==> src/rtl/lvl_irq_hub.sv <==
module lvl_irq_hub #(
  parameter int NSRC = 9,
  parameter int NOUT = 3,
  parameter int AW = 4,
  parameter logic [NSRC-1:0] FIX_MASK = 9'h106,
  parameter logic [NSRC-1:0] FIX_POL = 9'h102
) (
  input  logic            clk,
  input  logic            rst_n,
  input  logic            bus_wr,
  input  logic [AW-1:0]   bus_addr,
  input  logic [31:0]     bus_wdata,
  output logic [31:0]     bus_rdata,
  input  logic [NSRC-1:0] src_in,
  output logic [NOUT-1:0] irq_out
);
  localparam int PEND_LSB = 16;
  localparam int IW = AW - 2;

  logic [IW-1:0]   idx;
  logic [NSRC-1:0] cfg_q, pol, sync1, sync2, lvl, lvl_q, rise;
  logic [NSRC-1:0] en_q [NOUT];
  logic [NSRC-1:0] pend_q [NOUT];
  logic [NSRC-1:0] ack [NOUT];
  logic [NOUT-1:0] wsel;

  assign idx  = bus_addr[AW-1:2];
  assign pol  = (cfg_q & ~FIX_MASK) | (FIX_POL & FIX_MASK);
  assign lvl  = ~(sync2 ^ pol);
  assign rise = lvl & ~lvl_q;

  always_ff @(posedge clk or negedge rst_n) begin
    if (!rst_n) begin
      sync1 <= '0;
      sync2 <= '0;
      lvl_q <= '1;
      cfg_q <= '0;
    end else begin
      sync1 <= src_in;
      sync2 <= sync1;
      lvl_q <= lvl;
      if (bus_wr && idx == '0) cfg_q <= bus_wdata[NSRC-1:0];
    end
  end

  always_comb begin
    for (int n = 0; n < NOUT; n++) begin
      wsel[n] = bus_wr && (idx == IW'(n + 1));
      ack[n]  = wsel[n] ? bus_wdata[PEND_LSB +: NSRC] : '0;
    end
  end

  always_ff @(posedge clk or negedge rst_n) begin
    if (!rst_n) begin
      for (int n = 0; n < NOUT; n++) begin
        en_q[n]   <= '0;
        pend_q[n] <= '0;
      end
    end else begin
      for (int n = 0; n < NOUT; n++) begin
        if (wsel[n]) en_q[n] <= bus_wdata[NSRC-1:0];
        pend_q[n] <= (pend_q[n] & ~ack[n]) | rise | (ack[n] & lvl);
      end
    end
  end

  always_comb begin
    bus_rdata = '0;
    if (idx == '0) bus_rdata[NSRC-1:0] = pol;
    for (int n = 0; n < NOUT; n++) begin
      if (idx == IW'(n + 1)) begin
        bus_rdata[NSRC-1:0] = en_q[n];
        bus_rdata[PEND_LSB +: NSRC] = pend_q[n];
      end
    end
  end

  always_comb begin
    for (int n = 0; n < NOUT; n++) irq_out[n] = |(pend_q[n] & en_q[n]);
  end

  for (genvar n = 0; n < NOUT; n++) begin : g_chk
    assert_en_hold_R8: assert property (@(posedge clk) disable iff (!rst_n)
      !wsel[n] |=> $stable(en_q[n]));
    for (genvar k = 0; k < NSRC; k++) begin : g_src
      assert_pend_sticky_R6: assert property (@(posedge clk) disable iff (!rst_n)
        (pend_q[n][k] && !wsel[n]) |=> pend_q[n][k]);
      assert_ack_clears_R6: assert property (@(posedge clk) disable iff (!rst_n)
        (wsel[n] && bus_wdata[PEND_LSB + k] && !lvl[k] && !rise[k]) |=> !pend_q[n][k]);
      assert_pend_from_level_R4: assert property (@(posedge clk) disable iff (!rst_n)
        $rose(pend_q[n][k]) |-> $past(lvl[k]));
    end
  end
endmodule

==> config.mk <==
export PLATFORM = sky130hd
export DESIGN_NAME = lvl_irq_hub
export DESIGN_NICKNAME = d
export VERILOG_FILES = /design/src/rtl/lvl_irq_hub.sv
export SDC_FILE = /design/constraint.sdc
export NUM_CORES = 1
export LEC_CHECK = 0
export ABC_AREA = 1
export BUFFER_PORTS_ARGS = -buffer_cell sky130_fd_sc_hd__buf_2
export CORE_UTILIZATION = 50
export DETAILED_ROUTE_END_ITERATION = 10
export PLACE_DENSITY = 0.74
export SKIP_CTS_REPAIR_TIMING = 1
export SLEW_MARGIN = 20
export SYNTH_ARGS = -nofsm -noshare
export SYNTH_HDL_FRONTEND = slang
export SYNTH_SLANG_ARGS = --single-unit
export TNS_END_PERCENT = 1
==> constraint.sdc <==
create_clock -name clk -period 1.2 [get_ports clk]
set_clock_uncertainty 0.2 [all_clocks]
set_input_delay 0.12 -clock clk [delete_from_list [all_inputs] [get_ports clk]]
set_output_delay 0.12 -clock clk [all_outputs]
set_load 0.005 [all_outputs]
; ---- Yosys cells after proc, flatten, opt, wreduce, memory -nomap -nowiden
; Cells that the tools add are included.
[op_classes]
bitwise_logic = 22
muxes = 10
n_reduce_logical = 8
n_eq_ne = 3
[ops]
columns = cell, count
row1 = 9-bit AND, 10
row2 = 9-bit two-way mux, 10
row3 = 9-bit bitwise OR, 6
row4 = 9-bit NOT, 5
row5 = 9-bit OR reduction, 3
row6 = 9-bit bitwise XOR, 1
row7 = "2-bit equality test, second input constant", 2
row8 = 1-bit logical AND, 4
row9 = "2-bit by 1-bit equality test with 1-bit output, second input constant", 1
row10 = 2-bit logical NOT, 1
[totals]
elab_cells = 53
register_bits = 89
inputBits = 48
out_inout_bits = 35

; ---- Longest topological paths before layout
; Gate-level depths: netlist of run 1.
[logic_depth]
word_depth = 7
mapped_depth = 6
depth_no_buf = 5

; ---- Worst setup path before layout of run 1
; OpenSTA, ideal clock, no wires.
[synth_path]
path_type = input to output
startpoint = input bus_addr[3]
endpoint = output bus_rdata[6]
path_buffers = 2
cell_stages = 6
path_slack_ns = 0.069
arrival_ns = 0.811
required_time_ns = 0.880
path_cell_list = buf_4 nand2_1 inv_1 buf_4 nand2_1 nand4_1
[synth_via]
elab_chain_len = 5
word_cells_on_any_way = 8
classes_between = eq/ne (3) / mux (4) / reduce/logical (1)
[synth_rtl]
columns = item, line
row1 = start: declaration, 11  ; input logic [AW-1:0] bus_addr,
row2 = 2-bit logical NOT, 69  ; if (idx == '0) bus_rdata[NSRC-1:0] = pol;
row3 = 9-bit two-way mux, 69
row4 = 9-bit two-way mux (2 in a row), 71  ; if (idx == IW'(n + 1)) begin
row5 = 9-bit two-way mux (*), 71
row6 = end: declaration, 13  ; output logic [31:0] bus_rdata,
; Every way passes the cells marked *; elsewhere a longest branch is shown, timed or not.

; ---- Worst setup path after layout of run 1
[layout_path]
startpoint = register pend_q[0] in the netlist's numbering
endpoint = output irq_out[2]
[layout_via]
elab_chain_len = 2
[layout_rtl]
columns = item, line
row1 = start: declaration, 23  ; logic [NSRC-1:0] pend_q [NOUT];
row2 = start signal: indexed assignment, 62  ; pend_q[n] <= (pend_q[n] & ~ack[n]) | rise | (ack[n] & lvl);
row3 = 9-bit AND, 79  ; for (int n = 0; n < NOUT; n++) irq_out[n] = |(pend_q[n] & en_q[n]);
row4 = 9-bit OR reduction, 79
row5 = end: declaration, 15  ; output logic [NOUT-1:0] irq_out
; Every way passes these cells.

==> results of run 1 <==
## worst max-delay path by stage
stage,startpoint,end,cells past startpoint
floorplan,bus_addr[3],bus_rdata[6],6
global placement,bus_addr[2],bus_rdata[5],6
detailed placement,bus_addr[2],cfg_q[5]$_DFFE_PN0P_,5
CTS,pend_q[14]$_DFF_PN0_,irq_out[1],5
global route,pend_q[22]$_DFF_PN0_,irq_out[0],5
finish,pend_q[0]$_DFF_PN0_,irq_out[2],5
## kinds of logic (layout without fill, tap and decap cells)
group,Yosys count,in the layout
compound gates,35,35
other cells,1,14
xor+xnor,6,6
buf+inv,61,209
flops,87,87
simple gates,320,320
## stage by stage
stage               util, %  worst slack [ns]  cell area, um^2
finish                 73.8            -0.464             5790
global route           73.8            -0.507             5790
CTS                    66.2            -0.509             5200
detailed placement     64.0            -0.211             5020
global placement       64.0            -0.204             5020
floorplan                 -            0.0690             4150
## power by group through the flow
stage          sequential (mW)  combinational [mW]  clock, mW
6_report                  3.66                2.06       1.85
5_1_grt                   3.71                2.26       2.00
4_1_cts                   3.62                1.71       1.88
3_5_place_dp              3.67                1.70          0
3_3_place_gp              3.65                1.66          0
2_1_floorplan             3.63               0.838          0
## critical path, delay by kind of cell (launching register included)
kind                   cells  cell delay (ns)
flip-flops                 1             0.43
buffers and inverters      1             0.13
AND/OR/NAND/NOR            4             0.41
## state kept, by name, indices dropped and copies added (netlist names)
name    flops
cfg_q       6
lvl_q       9
sync2       9
pend_q     27
sync1       9
en_q       27
## layer usage
metal	GRT usage [%]	vias up	share of wire, %
met3	6.08	20	6.3
li1	-	1941	-
met1	37.6	1941	42
met4	9.87	0	2.0
met2	45.1	164	49
met5	0	-	0
## area by class of cell
cell class	count	share of cell area, %
clock inverter	5	0.583
multi-input combinational	375	32.4
clock buffer	11	2.44
inverter	29	1.88
tap	102	2.20
sequential	87	37.9
timing repair buffer	164	22.6
## cell usage in the layout, fill, tap and decap left out, types with 2 or more instances in the layout
cell type / Yosys / final
nand3_1: 52 / 41
o21bai_4: 0 / 3
inv_2: 0 / 2
nand3_2: 1 / 12
nor2_2: 2 / 5
nand4_1: 30 / 30
o22ai_1: 2 / 2
nor2_1: 33 / 29
xnor2_1: 6 / 2
dfrtp_1: 78 / 73
buf_2: 11 / 51
clkbuf_8: 0 / 10
buf_6: 0 / 19
buf_12: 0 / 5
clkinv_2: 0 / 2
dfrtp_2: 0 / 5
nand2_1: 201 / 180
inv_1: 29 / 27
nand2_2: 0 / 19
xnor2_2: 0 / 4
clkinvlp_4: 0 / 2
dfstp_2: 9 / 9
a21oi_1: 3 / 2
o21ai_0: 23 / 23
dlygate4sd3_1: 0 / 29
nand2_4: 0 / 2
buf_4: 18 / 60
conb_1: 1 / 14
o21bai_2: 0 / 3
==> qor.txt, run 1 <==
RR Endpoint - pend_q[24]$_DFF_PN0_
compound-cell area share of the yosys netlist - 4.75%
FMAX - 0.601 GHz
DR pass1 iterations - 4
cts bufs inserted - 9
fraction of layout cells with a size suffix above 1 - 32.3%
Post-Route WL - 11,600 um
Synth warnings - 0
grt total ovfl - 0
CTS tree - done
DRC - 0
clock network fraction of design power - 24.5%
vias per cell - 5.26
register area share after synthesis - 53.3%
vias post-DR - 4,066
unrepaired setup endpoints after global routing - true
number of flops mapped to enable cells by yosys - 0
FF-to-FF setup slack - 0.04 ns
most common cell in the netlist - nand2_1
Period minus WS final - 1.66 ns
register area - 2190 um^2
CTS Sinks - 87
Hold Path Class - in2async
vias in the first global route - 3,908
H-tree depth - 3
placed insts - 727
Startpoint Class - register
Clk pin slew, worst setup/hold paths - 0.09 ns
Multi-input gate area - 1870 um^2
Max Buffers Root-to-Sink - 2
Setup-failing EPs final - 21
Cell Count, Final, Fillers Out - 773
outcome - finished with violations
Adder-Cell Fraction of Synth Area - 0%
largest net degree at the start of global routing - 38
Max Cap Viol - 0
IO Port Bufs - 52
Top FF cell, synth - dfrtp_1
area share of xor/xnor cells in the synthesized design - 1.28%
switching share of power - 31.5%
slowest library cell on the worst path - dfrtp_1
worst r2r path cells - 4
Max rail drop VDD - 0.935 mV
final-stage net count - 714
main combinational cell family by area after synthesis - simple AND/OR/NAND/NOR gates
setup TNS - -6.45 ns
static leakage - 2.90 nW
sequential share of power - 48.3%
WL/cell - 15.0 um
DP Wirelength - 8250 um
fin crit share - 139%
Fin. Hold Viols - 12
Skew-Pair Late Insertion Delay - 0.36 ns
data arrival time of the critical path - 1.34 ns
count of unique library cells instantiated by Yosys - 20
area share of the largest cell type after synthesis - 47.5%
Clock Root Buffer - clkbuf_8
Total GRT Usage - 28.0%
Post-Syn Area per Cell - 8.05 um^2
CP max FO - 3
Synth Cell Area - 4110 um^2
Area Growth Syn to Fin - 41.1%
n_diodes - 0
post-synthesis async set-or-reset flop share - 100%
pwr/cell area - 1310 nW/um^2
row cnt - 32
failing checks - hold timing, setup timing
switching power total - 2.38 mW
area leader, netlist - dfrtp_1
FILL cells - 596
cell breakdown of the critical path - nand2_2, nand3_2, nor2_2, nand2_1, buf_2
starting density of the core - 52.3%
Final ANT Viol Nets - 0
mux contribution to synthesized area - 0%
combinational share of power - 27.2%
Commonest cells post-synth - 201 x nand2_1, 78 x dfrtp_1, 52 x nand3_1
total power - 7.58 mW
final hold slack - -0.0421 ns
initial DRC count - 239
Max Slew Vio Count - 0
R2R Path Start - sync2[6]$_DFF_PN0_
CORE AREA - 7850 um^2
Die H - 92.6 um
first-pass GRT wire length - 18,400 um
Worst Path Required - 0.88 ns
gpl congestion - 0.883
Synth Instances - 510
Largest stage delay, worst path - 0.43 ns
Die W - 92.6 um
initial antenna violation count - 0
Synth Area in Simple Gates - 33.0%
Die ar. - 8580 um^2
Crit Path Category - reg2out
synth top area cells - dfrtp_1 48%, nand2_1 18%, nand3_1 6.3%, dfstp_2 5.8%, nand4_1 4.6%
post-route setup slack - -0.464 ns
Setup crit end kind - output port
Seq cells post-synth - 87
internal power - 5.19 mW
Ports - 83
Note: power is estimated with default switching activity, not from simulation.
==> run 2: changes to the inputs <==
clock period = 1.8 ns   (was 1.2 ns; I/O delays follow)
==> qor.txt, run 2 (synthesis results as in run 1) <==
DR pass1 iterations - 4 (unchanged)
Max rail drop VDD - 0.490 mV (-48%)
Die W - 92.6 um (unchanged)
Worst Path Required - 1.42 ns (+0.54 ns)
starting density of the core - 52.3% (unchanged)
final-stage net count - 647 (-9.4%)
R2R Path Start - cfg_q[3]$_DFFE_PN0P_
met2 Track Usage GR - 40.2% (-4.9 points)
final hold slack - -0.0167 ns (+0.0254 ns)
vias post-DR - 3,735 (-8.1%)
Setup-failing EPs final - 0 (-100%)
Crit Path Category - in2out
Die H - 92.6 um (unchanged)
Ports - 83 (unchanged)
WL/cell - 14.5 um (-3.0%)
largest net degree at the start of global routing - 35 (-7.9%)
hold path cells - 4
gpl congestion - 0.888 (+0.60%)
Crit path depth - 8 (+3)
Clock Root Buffer - clkbuf_8
Max Buffers Root-to-Sink - 2 (unchanged)
FMAX - 0.580 GHz
cts bufs inserted - 9 (unchanged)
Global Route met1 Usage - 34.8% (-2.9 points)
setup TNS - 0 ns (+6.45 ns)
Top delay family on crit path - buffers and inverters
Fin. Hold Viols - 8 (-4)
CORE AREA - 7850 um^2 (unchanged)
Startpoint Class - input port
DRC - 0 (unchanged)
final core utilization - 63.4% (-10 points)
Skew-Pair Late Insertion Delay - 0.35 ns (about the same)
Total GRT Usage - 25.2% (-2.8 points)
pwr/cell area - 948 nW/um^2 (-28%)
Area Growth Syn to Fin - 21.3%
n_diodes - 0 (unchanged)
vias per cell - 5.29 (+0.58%)
FILL cells - 699 (+17%)
failing checks - hold timing
commonest non-fill, non-tap cell in the layout - nand2_1
CTS Sinks - 87 (unchanged)
Post-Route WL - 10,300 um (-11%)
Period minus WS final - 1.72 ns
slowest library cell on the worst path - buf_4
row cnt - 32 (unchanged)
vias in the first global route - 3,487 (-11%)
worst r2r path cells - 3 (-1)
Final ANT Viol Nets - 0 (unchanged)
initial DRC count - 316 (+32%)
CP Launch Point - bus_addr[2]
Max Cap Viol - 0 (unchanged)
CP max FO - 10 (+7)
Setup crit end kind - output port
Max Slew Vio Count - 0 (unchanged)
initial antenna violation count - 0 (unchanged)
fraction of layout cells with a size suffix above 1 - 17.2% (-15 points)
DP Wirelength - 7300 um (-12%)
first-pass GRT wire length - 16,700 um (-9.3%)
Clk pin slew, worst setup/hold paths - 0.09 ns (about the same)
static leakage - 2.50 nW (-14%)
IO Port Bufs - 52 (unchanged)
Die ar. - 8580 um^2 (unchanged)
register area - 2190 um^2 (-0.28%)
most used routing layer - met2
data arrival time of the critical path - 1.34 ns (about the same)
CTS tree - done
fin crit share - 95.8%
grt total ovfl - 0 (unchanged)
outcome - finished with violations
Largest regs - en_q: 27 flops, pend_q: 27 flops
WP buf/inv - 5 (+4)
Hold Path Class - in2reg
H-tree depth - 3 (unchanged)
cell breakdown of the critical path - buf_2, inv_1, nand2_1, inv_1, buf_4, nand2_1, nand4_1, buf_2
HP Start - bus_wdata[23]
unrepaired setup endpoints after global routing - false
Largest stage delay, worst path - 0.21 ns (-0.22 ns)
met3 Use GR - 3.94% (-2.1 points)
commonest cells after routing, fill and taps aside - 201 x nand2_1, 78 x dfrtp_1, 52 x nand3_1, 51 x buf_2, 31 x nor2_1
Multi-input gate area - 1660 um^2 (-11%)
-- run 2: worst min-delay path, stage by stage --
cell	delay (ns)
buf_2	0.12
nand4_1	0.08
nand2_1	0.05
nand3_1	0.07
-- run 2: per-layer routing --
metal / part of all wire [%] / vias up
met5: 0 / -
li1: - / 1795
met3: 7.4 / 15
met4: 1.4 / 0
met2: 48 / 184
met1: 44 / 1741
-- run 2: worst paths after layout --
path	to	slack, ns
worst min register to register	sync2[3]$_DFF_PN0_	0.15
max in group asynchronous	lvl_q[8]$_DFF_PN1_	0.78
min in group asynchronous	sync2[4]$_DFF_PN0_	0.07
worst max register to register	pend_q[12]$_DFF_PN0_	0.53
worst max-delay path	bus_rdata[5]	0.08
worst min-delay path	pend_q[16]$_DFF_PN0_	-0.02
-- run 2: stage by stage --
| step | worst slack (ns) | instance area (um^2) | total power [mW] | cells |
|---|---|---|---|---|
| 2_1_floorplan | 0.549 | 4150 | 2.98 | 523 |
| 3_3_place_gp | 0.141 | 4550 | 3.31 | 667 |
| 3_5_place_dp | 0.134 | 4550 | 3.34 | 667 |
| 4_1_cts | 0.0765 | 4740 | 4.69 | 683 |
| 5_1_grt | 0.0107 | 4980 | 4.99 | 706 |
| 6_report | 0.0762 | 4980 | 4.72 | 706 |
-- run 2: final cells by class --
class                   instances  share of cell area (%)
clock buffers                  10                    2.56
clock inverters                 6                    1.41
inverters                      29                    2.19
multi-input cells             375                    33.4
flip-flops and latches         87                    44.0
well taps                     102                    2.56
repair buffers                 97                    14.0
-- run 2: power by group --
group          switching, mW  total, mW  internal [mW]  leakage (nW)
sequential             0.209       2.45           2.24         0.977
combinational          0.526      0.912          0.386          1.43
clock                  0.714       1.36          0.650        0.0891
